## src/rtl/chirp_pkg.sv

```systemverilog
package chirp_pkg;

    typedef enum logic [1:0] {
        LS_SE0 = 2'b00,
        LS_J   = 2'b01,
        LS_K   = 2'b10,
        LS_SE1 = 2'b11
    } line_e;

    typedef enum logic [2:0] {
        ST_FS_IDLE   = 3'd0,
        ST_RST_QUAL  = 3'd1,
        ST_DEV_CHIRP = 3'd2,
        ST_HOST_WAIT = 3'd3,
        ST_HS_RUN    = 3'd4,
        ST_FS_RUN    = 3'd5
    } neg_state_e;

    typedef enum logic [1:0] {
        ACC_NONE = 2'd0,
        ACC_K    = 2'd1,
        ACC_J    = 2'd2
    } acc_e;

    function automatic int max_of(input int a, input int b);
        return (a > b) ? a : b;
    endfunction

endpackage

```

## src/rtl/chirp_tick_timer.sv

```systemverilog
// Saturating strobe counter; expired once the count reaches the limit.
module chirp_tick_timer #(
    parameter int W = 8
) (
    input  logic         clk,
    input  logic         rst_n,
    input  logic         clr,
    input  logic         tick,
    input  logic [W-1:0] limit,
    output logic         expired
);
    localparam logic [W-1:0] CNT_TOP = {W{1'b1}};

    logic [W-1:0] cnt_q;

    always_ff @(posedge clk or negedge rst_n) begin
        if (!rst_n) begin
            cnt_q <= '0;
        end else if (clr) begin
            cnt_q <= '0;
        end else if (tick && (cnt_q != CNT_TOP)) begin
            cnt_q <= cnt_q + 1'b1;
        end
    end

    assign expired = (cnt_q >= limit);

endmodule

```

## src/rtl/chirp_pair_counter.sv

```systemverilog
// Filters host chirps for stability and counts complete K-then-J pairs.
module chirp_pair_counter
    import chirp_pkg::*;
#(
    parameter int STABLE_TICKS = 4,
    parameter int PAIRS_REQ    = 3
) (
    input  logic       clk,
    input  logic       rst_n,
    input  logic       en,
    input  logic       tick,
    input  logic [1:0] line_st,
    output logic       pairs_done
);
    localparam int SW = $clog2(STABLE_TICKS + 1);
    localparam int PW = $clog2(PAIRS_REQ + 1);
    localparam logic [PW-1:0] PAIR_TGT = PW'(PAIRS_REQ);

    logic [1:0]    cur_q;
    logic          stab_clr;
    logic          stab_ok;
    logic          qual;
    acc_e          acc_q;
    logic [PW-1:0] pairs_q;

    // Stability window restarts on any change of the sampled line
    assign stab_clr = !en || (line_st != cur_q);

    chirp_tick_timer #(.W(SW)) u_stab (
        .clk     (clk),
        .rst_n   (rst_n),
        .clr     (stab_clr),
        .tick    (tick),
        .limit   (SW'(STABLE_TICKS)),
        .expired (stab_ok)
    );

    assign qual = en && stab_ok && (line_st == cur_q);

    always_ff @(posedge clk or negedge rst_n) begin
        if (!rst_n) begin
            cur_q <= LS_SE0;
        end else begin
            cur_q <= line_st;
        end
    end

    always_ff @(posedge clk or negedge rst_n) begin
        if (!rst_n) begin
            acc_q   <= ACC_NONE;
            pairs_q <= '0;
        end else if (!en || (line_st == LS_SE1)) begin
            acc_q   <= ACC_NONE;
            pairs_q <= '0;
        end else if (qual) begin
            if (cur_q == LS_K) begin
                acc_q <= ACC_K;
            end else if (cur_q == LS_J) begin
                if ((acc_q == ACC_K) && (pairs_q != PAIR_TGT)) begin
                    pairs_q <= pairs_q + 1'b1;
                end
                acc_q <= ACC_J;
            end
        end
    end

    assign pairs_done = (pairs_q >= PAIR_TGT);

endmodule

```

## src/rtl/chirp_neg_fsm.sv

```systemverilog
// Negotiation sequencer: state register, next-state logic, Moore outputs.
module chirp_neg_fsm
    import chirp_pkg::*;
#(
    parameter int TMR_W             = 8,
    parameter int RST_MIN_TICKS     = 8,
    parameter int CHIRP_K_TICKS     = 20,
    parameter int HOST_WINDOW_TICKS = 120
) (
    input  logic             clk,
    input  logic             rst_n,
    input  logic [1:0]       line_st,
    input  logic             tmr_expired,
    input  logic             pairs_done,
    output logic             tmr_clr,
    output logic [TMR_W-1:0] tmr_limit,
    output logic             listen_en,
    output logic             fs_pullup_en,
    output logic             chirp_k_drv,
    output logic             hs_term_en,
    output logic             hs_mode
);
    neg_state_e state_q;
    neg_state_e state_d;

    always_ff @(posedge clk or negedge rst_n) begin
        if (!rst_n) begin
            state_q <= ST_FS_IDLE;
        end else begin
            state_q <= state_d;
        end
    end

    always_comb begin
        state_d = state_q;
        unique case (state_q)
            ST_FS_IDLE: begin
                if (line_st == LS_SE0) state_d = ST_RST_QUAL;
            end
            ST_RST_QUAL: begin
                if (line_st != LS_SE0) state_d = ST_FS_IDLE;
                else if (tmr_expired)  state_d = ST_DEV_CHIRP;
            end
            ST_DEV_CHIRP: begin
                if (tmr_expired) state_d = ST_HOST_WAIT;
            end
            ST_HOST_WAIT: begin
                if (pairs_done)       state_d = ST_HS_RUN;
                else if (tmr_expired) state_d = ST_FS_RUN;
            end
            ST_FS_RUN: begin
                if (line_st != LS_SE0) state_d = ST_FS_IDLE;
            end
            ST_HS_RUN: begin
                state_d = ST_HS_RUN;
            end
            default: state_d = ST_FS_IDLE;
        endcase
    end

    assign tmr_clr = (state_d != state_q);

    always_comb begin
        fs_pullup_en = 1'b1;
        chirp_k_drv  = 1'b0;
        hs_term_en   = 1'b0;
        hs_mode      = 1'b0;
        listen_en    = 1'b0;
        tmr_limit    = '0;
        unique case (state_q)
            ST_FS_IDLE:   ;
            ST_RST_QUAL:  tmr_limit = TMR_W'(RST_MIN_TICKS);
            ST_DEV_CHIRP: begin
                chirp_k_drv = 1'b1;
                tmr_limit   = TMR_W'(CHIRP_K_TICKS);
            end
            ST_HOST_WAIT: begin
                listen_en = 1'b1;
                tmr_limit = TMR_W'(HOST_WINDOW_TICKS);
            end
            ST_FS_RUN:    ;
            ST_HS_RUN: begin
                fs_pullup_en = 1'b0;
                hs_term_en   = 1'b1;
                hs_mode      = 1'b1;
            end
            default: ;
        endcase
    end

endmodule

```

## src/rtl/hs_chirp_ctrl.sv

```systemverilog
module hs_chirp_ctrl
    import chirp_pkg::*;
#(
    parameter int RST_MIN_TICKS      = 8,
    parameter int CHIRP_K_TICKS      = 20,
    parameter int CHIRP_STABLE_TICKS = 4,
    parameter int HOST_WINDOW_TICKS  = 120,
    parameter int PAIRS_REQ          = 3
) (
    input  logic       clk,
    input  logic       rst_n,
    input  logic       tick,
    input  logic [1:0] line_st,
    output logic       fs_pullup_en,
    output logic       chirp_k_drv,
    output logic       hs_term_en,
    output logic       hs_mode
);
    localparam int LIM_MAX = max_of(max_of(RST_MIN_TICKS, CHIRP_K_TICKS), HOST_WINDOW_TICKS);
    localparam int TMR_W   = $clog2(LIM_MAX + 1);

    logic             tmr_clr;
    logic             tmr_expired;
    logic [TMR_W-1:0] tmr_limit;
    logic             listen_en;
    logic             pairs_done;

    chirp_tick_timer #(.W(TMR_W)) u_phase_tmr (
        .clk     (clk),
        .rst_n   (rst_n),
        .clr     (tmr_clr),
        .tick    (tick),
        .limit   (tmr_limit),
        .expired (tmr_expired)
    );

    chirp_pair_counter #(
        .STABLE_TICKS (CHIRP_STABLE_TICKS),
        .PAIRS_REQ    (PAIRS_REQ)
    ) u_pairs (
        .clk        (clk),
        .rst_n      (rst_n),
        .en         (listen_en),
        .tick       (tick),
        .line_st    (line_st),
        .pairs_done (pairs_done)
    );

    chirp_neg_fsm #(
        .TMR_W             (TMR_W),
        .RST_MIN_TICKS     (RST_MIN_TICKS),
        .CHIRP_K_TICKS     (CHIRP_K_TICKS),
        .HOST_WINDOW_TICKS (HOST_WINDOW_TICKS)
    ) u_fsm (
        .clk          (clk),
        .rst_n        (rst_n),
        .line_st      (line_st),
        .tmr_expired  (tmr_expired),
        .pairs_done   (pairs_done),
        .tmr_clr      (tmr_clr),
        .tmr_limit    (tmr_limit),
        .listen_en    (listen_en),
        .fs_pullup_en (fs_pullup_en),
        .chirp_k_drv  (chirp_k_drv),
        .hs_term_en   (hs_term_en),
        .hs_mode      (hs_mode)
    );

endmodule

```

## config.mk

```make
export PLATFORM = sky130hd
export DESIGN_NAME = hs_chirp_ctrl
export DESIGN_NICKNAME = d
export VERILOG_FILES = /design/src/rtl/chirp_pkg.sv /design/src/rtl/chirp_tick_timer.sv /design/src/rtl/chirp_pair_counter.sv /design/src/rtl/chirp_neg_fsm.sv /design/src/rtl/hs_chirp_ctrl.sv
export SDC_FILE = /design/constraint.sdc
export NUM_CORES = 1
export LEC_CHECK = 0
export BUFFER_PORTS_ARGS = -buffer_cell sky130_fd_sc_hd__buf_4
export CAP_MARGIN = 25
export CORE_MARGIN = 2
export CORE_UTILIZATION = 55
export DETAILED_ROUTE_END_ITERATION = 16
export GPL_TIMING_DRIVEN = 1
export PLACE_DENSITY = 0.75
export SYNTH_ARGS = -nofsm -noshare
export SYNTH_HDL_FRONTEND = slang
export SYNTH_HIERARCHICAL = 1
export SYNTH_SLANG_ARGS = --single-unit
```

## constraint.sdc

```tcl
create_clock -name clk -period 4.3 [get_ports clk]
set_input_delay 1.29 -clock clk [delete_from_list [all_inputs] [get_ports clk]]
set_output_delay 1.29 -clock clk [all_outputs]
set_load 0.03 [all_outputs]
```

After elaboration in Yosys (flattened, before gate mapping)
Index checks and enable logic that the tools add are counted.
{ "totals": {"latchBits": 0, "n_memories": 0, "reg_bits": 19, "output_inout_bits": 4, "wordCells": 73, "in_bits": 5, "romBits": 0, "ramBits": 0} }
{ "op_classes": {"n_addsub": 3, "shift": 0, "mux": 26, "n_mul": 0, "eq_ne": 16, "n_reduce_logical": 19, "bitwise_logic": 0, "magnitude_cmp": 3, "n_div": 0} }
{ "ops": {"columns": ["op", "n"], "rows": [
  ["3-bit two-way mux", 9],
  ["7-bit case mux with 3 select lines", 1],
  ["2-bit two-way mux", 9],
  ["3-bit case mux with 6 select lines", 1],
  ["7-bit two-way mux", 2],
  ["2-bit nonzero test", 6],
  ["7-bit by 1-bit adder with 7-bit output, second input constant", 1],
  ["7-bit greater-or-equal comparator", 1],
  ["7-bit inequality test, second input constant", 1],
  ["3-bit by 2-bit == test with 1-bit output, second input constant", 2],
  ["3-bit == test, second input constant", 2],
  ["1-bit logical AND", 5],
  ["2-bit by 1-bit == test with 1-bit output, second input constant", 2],
  ["2-bit == test, second input constant", 2],
  ["1-bit two-way mux", 4],
  ["4-bit AND reduction", 1],
  ["3-bit by 1-bit adder with 3-bit output, second input constant", 1],
  ["3-bit by 1-bit == test with 1-bit output, second input constant", 1],
  ["3-bit greater-or-equal comparator, second input constant", 1],
  ["3-bit logical NOT", 1],
  ["3-bit inequality test", 1],
  ["3-bit inequality test, second input constant", 1],
  ["3-bit nonzero test", 1],
  ["2-bit by 1-bit adder with 2-bit output, second input constant", 1],
  ["other kinds (9)", 10]
]} }

Longest topological paths before layout
{ "logic_depth": {"ltp_word": 8, "depth_mapped": 14, "ltp_nobuf": 11} }

By module
Netlist, hierarchy kept.
{ "modules_own_cells": {"columns": ["mod", "n_inst", "seq_area_each_um2", "area_per_inst_um2", "cells_per_inst"], "rows": [
  ["chirp_tick_timer (u_phase_tmr)", 1, 175.2, 555.5, 61],
  ["chirp_pair_counter", 1, 150.1, 330.3, 30],
  ["chirp_neg_fsm", 1, 75.1, 286.5, 37],
  ["chirp_tick_timer (u_pairs.u_stab)", 1, 75.1, 252.7, 25]
]} }

Worst setup path before layout
Ideal clock, no wire load.
{ "synth_path": {"path_type": "register -> register", "startpoint": "register u_fsm.state_q[0]", "endpoint": "register u_phase_tmr.cnt_q[3]", "period_less_slack_ns": 3.061, "arrival_ns": 2.936, "stages_incl_launch_ff": 14, "path_buffers": 3, "setup_time_ns": 0.125, "slack_ns": 1.239, "t_required_ns": 4.175, "cell_sequence": "dfrtp_1 clkbuf_2 inv_1 nor2_1 buf_4 inv_1 ha_1 nand4_1 o31ai_1 nor2_1 a222oi_1 buf_1 nor2b_1 mux2_4"} }
{ "synth_via": {"elab_chain_len": 8, "elab_cells_between_ends": 19, "classes_between": "order compare: 1; eq/ne: 6; mux: 10; reduce/logical: 2"} }
{ "synth_rtl": {"columns": ["item", "line_no", "rtl"], "rows": [
  ["start, declared", "chirp_neg_fsm.sv:23", "neg_state_e state_q;"],
  ["start signal, assigned", "chirp_neg_fsm.sv:30", "state_q <= state_d;"],
  ["3-bit by 2-bit == test with 1-bit output or 3-bit by 1-bit == test with 1-bit output (tied branches)", "chirp_neg_fsm.sv:70", "unique case (state_q)"],
  ["7-bit case mux with 3 select lines (*)", "chirp_neg_fsm.sv:70", null],
  ["named net tmr_limit[6]", "hs_chirp_ctrl.sv:24", "logic [TMR_W-1:0] tmr_limit;"],
  ["7-bit greater-or-equal comparator (*)", "chirp_tick_timer.sv:26", "assign expired = (cnt_q >= limit);"],
  ["named net tmr_expired", "hs_chirp_ctrl.sv:23", "logic tmr_expired;"],
  ["3-bit two-way mux (on tied branches)", "chirp_neg_fsm.sv:49, chirp_neg_fsm.sv:42", null],
  ["3-bit two-way mux (on tied branches)", "chirp_neg_fsm.sv:48, chirp_neg_fsm.sv:41", null],
  ["3-bit case mux with 6 select lines (*)", "chirp_neg_fsm.sv:36", "unique case (state_q)"],
  ["3-bit inequality test (*)", "chirp_neg_fsm.sv:61", "assign tmr_clr = (state_d != state_q);"],
  ["named net tmr_clr", "hs_chirp_ctrl.sv:22", "logic tmr_clr;"],
  ["7-bit two-way mux or 2-bit nonzero test (tied branches)", null, null],
  ["end signal, assigned", "chirp_tick_timer.sv:22", "cnt_q <= cnt_q + 1'b1;"],
  ["end, declared", "chirp_tick_timer.sv:14", "logic [W-1:0] cnt_q;"]
]} }
Mark *: on every way through the listed nets, which the timed path passes. The rest lies on a longest branch.
A chain may end at the register's enable or synchronous reset.

Final worst setup path
{ "layout_path": {"startpoint": "register u_fsm.state_q[0]", "endpoint": "register u_phase_tmr.cnt_q[0]"} }
{ "layout_via": {"elab_chain_len": 8, "elab_cells_between_ends": 19, "classes_between": "order compare: 1; eq/ne: 6; mux: 10; reduce/logical: 2"} }
{ "layout_rtl": {"columns": ["item", "line_no"], "rows": [
  ["3-bit by 2-bit == test with 1-bit output or 3-bit by 1-bit == test with 1-bit output (tied branches)", "chirp_neg_fsm.sv:70"],
  ["7-bit case mux with 3 select lines (*)", "chirp_neg_fsm.sv:70"],
  ["7-bit greater-or-equal comparator (*)", "chirp_tick_timer.sv:26"],
  ["named net tmr_expired", "hs_chirp_ctrl.sv:23"],
  ["3-bit two-way mux (on tied branches)", "chirp_neg_fsm.sv:49, chirp_neg_fsm.sv:42"],
  ["3-bit two-way mux (on tied branches)", "chirp_neg_fsm.sv:48, chirp_neg_fsm.sv:41"],
  ["3-bit case mux with 6 select lines (*)", "chirp_neg_fsm.sv:36"],
  ["3-bit inequality test (*)", "chirp_neg_fsm.sv:61"],
  ["named net tmr_clr", "hs_chirp_ctrl.sv:22"],
  ["7-bit two-way mux or 2-bit nonzero test (tied branches)", null]
]} }
Marked as above.

==> reports/results.ini <==
[detailed_routing]
num_vias = 1105
drt-total-wl_um = 2500
wire_per_inst_um = 13.1
dr.pass1.iters = 5
drc_errors = 0
drtIter0Drc = 21
vias_per_cell = 5.79
drtAntennaViolNets = 0

[sta]
final_hold_viol_count = 0
totalNegativeSetupSlack_ns = 0
fin_crit_ns = 3.28
setup_ws_ns = 1.02
relSlewSlack_pct = 45.2
final_max_slew_viol_count = 0
max_freq_mhz = 305
clock-skew-final_ns = 0.00875
final-setup-viol-count = 0
post-route-period-util_pct = 76.2
worst_slew_pin_slew_ns = 0.816
rsz0062_at_grt = false

[cts]
numCtsBuffers = 3
cts.sinks = 19
postCtsResizedCells = 0
post_cts_buffers = 0
clockBufferDepth = 2
clockRootBuffer = clkbuf_4
cts_tree = built
clk_pin_slew_ns = 0.12
cts_htree_levels = 1
clock_latency_ns = 0.30
holdBufCountCts = 0

[power_and_ir_drop]
finalPower_mw = 0.598
power_density_nw_per_um2 = 394
leakage_nw = 0.709
ir_drop_v = 0.000263

[floorplanning]
die_y_um = 54.9
start_util_pct = 57.5
std_cell_rows = 18
coreArea_um2 = 2480
num_io_pins = 9
dieArea_um2 = 3010
die_w_um = 54.9

[global_route]
antenna_found_initial = 0
grt_pass1_vias = 981
overflow = 0
grt_pass1_wl_um = 3970
grt_max_degree = 20
grt_usage_pct = 18.2

[critical_path]
cpMaxStageDelayCell = o31ai_1
required_ns = 4.51
critPathTopFamily = compound AO/OA/AOI/OAI gates
crit_buf_inv = 3
crit_type = reg2reg
crit_path_max_incr_delay_ns = 0.72
cp-end-kind = flop
cpMostUsedCell = nor2_1
worstPathCellList = inv_1 > nor2_1 > inv_1 > ha_1 > nand4_1 > o31ai_1 > nor2_1 > a222oi_1 > buf_4 > nor2_1 > mux2_4
critPathMaxFanout = 10
critPathArrivalTime_ns = 3.48
start_kind = flop

[placed_design]
dp_hpwl_um = 1920
pre_cts_ws_ns = 1.04
port_buffers = 8
place.gp.congestion = 0.810

[final_layout]
antenna-diode-count = 0
seq_area_um2 = 475
multi_input_area_um2 = 855
drive_gt1_share_pct = 15.5
nNetsFinal = 181
area_delta_synth_final_pct = 6.50
nFillCells = 228

[yosys]
yosysTopAreaCell = dfrtp_1
synth_cell_types = 45
synth_top_area_share_pct = 33.4
yosysWarnings = 6
muxShareOfSynthArea_pct = 3.86
synthArstFlopShare_pct = 100
synth_top_family_by_area = simple AND/OR/NAND/NOR gates
synth_edf_count = 0
ys_ff_latch = 19
synth-compound-area-share_pct = 17.0
synthSimpleGateAreaFrac_pct = 24.2
synth_fa_ha_area_share_pct = 12.3
synth.most_common_cell = dfrtp_1
synth_xor_area_share_pct = 1.23
ys.flop_type = dfrtp_1
syn_avg_cell_area_um2 = 9.31
syn_inst = 153
seq_area_frac_synth_pct = 33.4
synthTopCellsByArea = dfrtp_1 (33%), ha_1 (12%), inv_1 (3.7%), nor2_1 (3.7%), mux2_4 (3.2%)
synth_common_cells = dfrtp_1 (19), ha_1 (14), inv_1 (14), nor2_1 (14)
syn_area_um2 = 1430

[job]
drv_cap = 0

[status]
status = completed

[min_path]
hold_path.class = reg2reg

==> sequential cells by signal (all words and copies together), names as in the netlist <==
signal                flops
u_fsm/state_q             3
u_pairs/acc_q             2
u_pairs/u_stab/cnt_q      3
u_pairs/pairs_q           2
u_phase_tmr/cnt_q         7
u_pairs/cur_q             2
==> path summary, 6_finish.rpt <==
check	slack, ns	cells past startpoint	start	to
max in group asynchronous	3.24	1	rst_n	u_pairs/pairs_q[0]
min in group asynchronous	0.84	1	rst_n	u_phase_tmr/cnt_q[4]
min	0.55	1	u_fsm/state_q[2]	u_fsm/state_q[1]
min reg2reg	0.55	1	u_fsm/state_q[2]	u_fsm/state_q[1]
max reg2reg	1.02	11	u_fsm/state_q[0]	u_phase_tmr/cnt_q[0]
max	1.02	11	u_fsm/state_q[0]	u_phase_tmr/cnt_q[0]
==> final cells by class <==
type	instances	share of cell area (%)
multi-input cells	114	56.3
flip-flops and latches	19	31.3
repair buffers	9	4.45
inverters	15	3.71
well taps	30	2.47
clock buffers	4	1.73
==> logic make-up after synthesis <==
group           count (synthesis)
fa+ha+maj                      14
other cells                     3
mux                             4
flops                          19
buf+inv                        22
xor+xnor                        2
compound gates                 36
simple gates                   53
==> placed cells by master, fill, tap and decap left out, types with 2 or more instances in the layout <==
cell type	netlist	final
o21ai_0	6	6
ha_1	14	14
a21boi_1	2	2
nor2_1	14	14
nand3_1	5	5
a21oi_1	7	7
o31ai_1	4	4
a211oi_1	4	4
clkbuf_4	0	3
buf_4	5	9
mux2_4	3	3
nand2_1	4	4
dfrtp_1	19	19
o21ai_1	3	3
nor2b_1	4	4
nand4_1	3	3
conb_1	3	5
inv_1	14	14
or3_1	2	2
nand4bb_1	3	3
and3_2	2	2
nand2b_1	7	7
xnor2_1	2	2
==> layer usage <==
| metal | track usage [%] | up-vias | share of wire, % |
|---|---|---|---|
| met5 | 0 | - | 0 |
| met4 | 6.10 | 0 | 1.2 |
| met3 | 4.03 | 5 | 2.6 |
| met2 | 31.9 | 14 | 47 |
| met1 | 21.9 | 537 | 49 |
| li1 | - | 549 | - |
==> worst reg2reg max path, stage by stage, from the launching register on <==
cell      delay (ns)
dfrtp_1         0.49
inv_1           0.17
nor2_1          0.22
inv_1           0.08
ha_1            0.32
nand4_1         0.10
o31ai_1         0.72
nor2_1          0.15
a222oi_1        0.39
buf_4           0.22
nor2_1          0.05
mux2_4          0.26
==> where the power goes <==
group	internal (mW)	leakage (nW)	switching, mW
Clock	0.0361	0.0150	0.0594
Combinational	0.118	0.437	0.149
Sequential	0.199	0.257	0.0363
==> per-stage QoR <==
step           utilization [%]  hold slack (ns)  area, µm²  instances
3_5_place_dp              60.2            0.520       1490        187
3_3_place_gp              60.2            0.509       1490        187
5_1_grt                   61.3            0.563       1520        191
2_1_floorplan                -            0.484       1430        155
4_1_cts                   61.3            0.543       1520        191
6_report                  61.3            0.549       1520        191
Power figures use the tool's default switching activity.
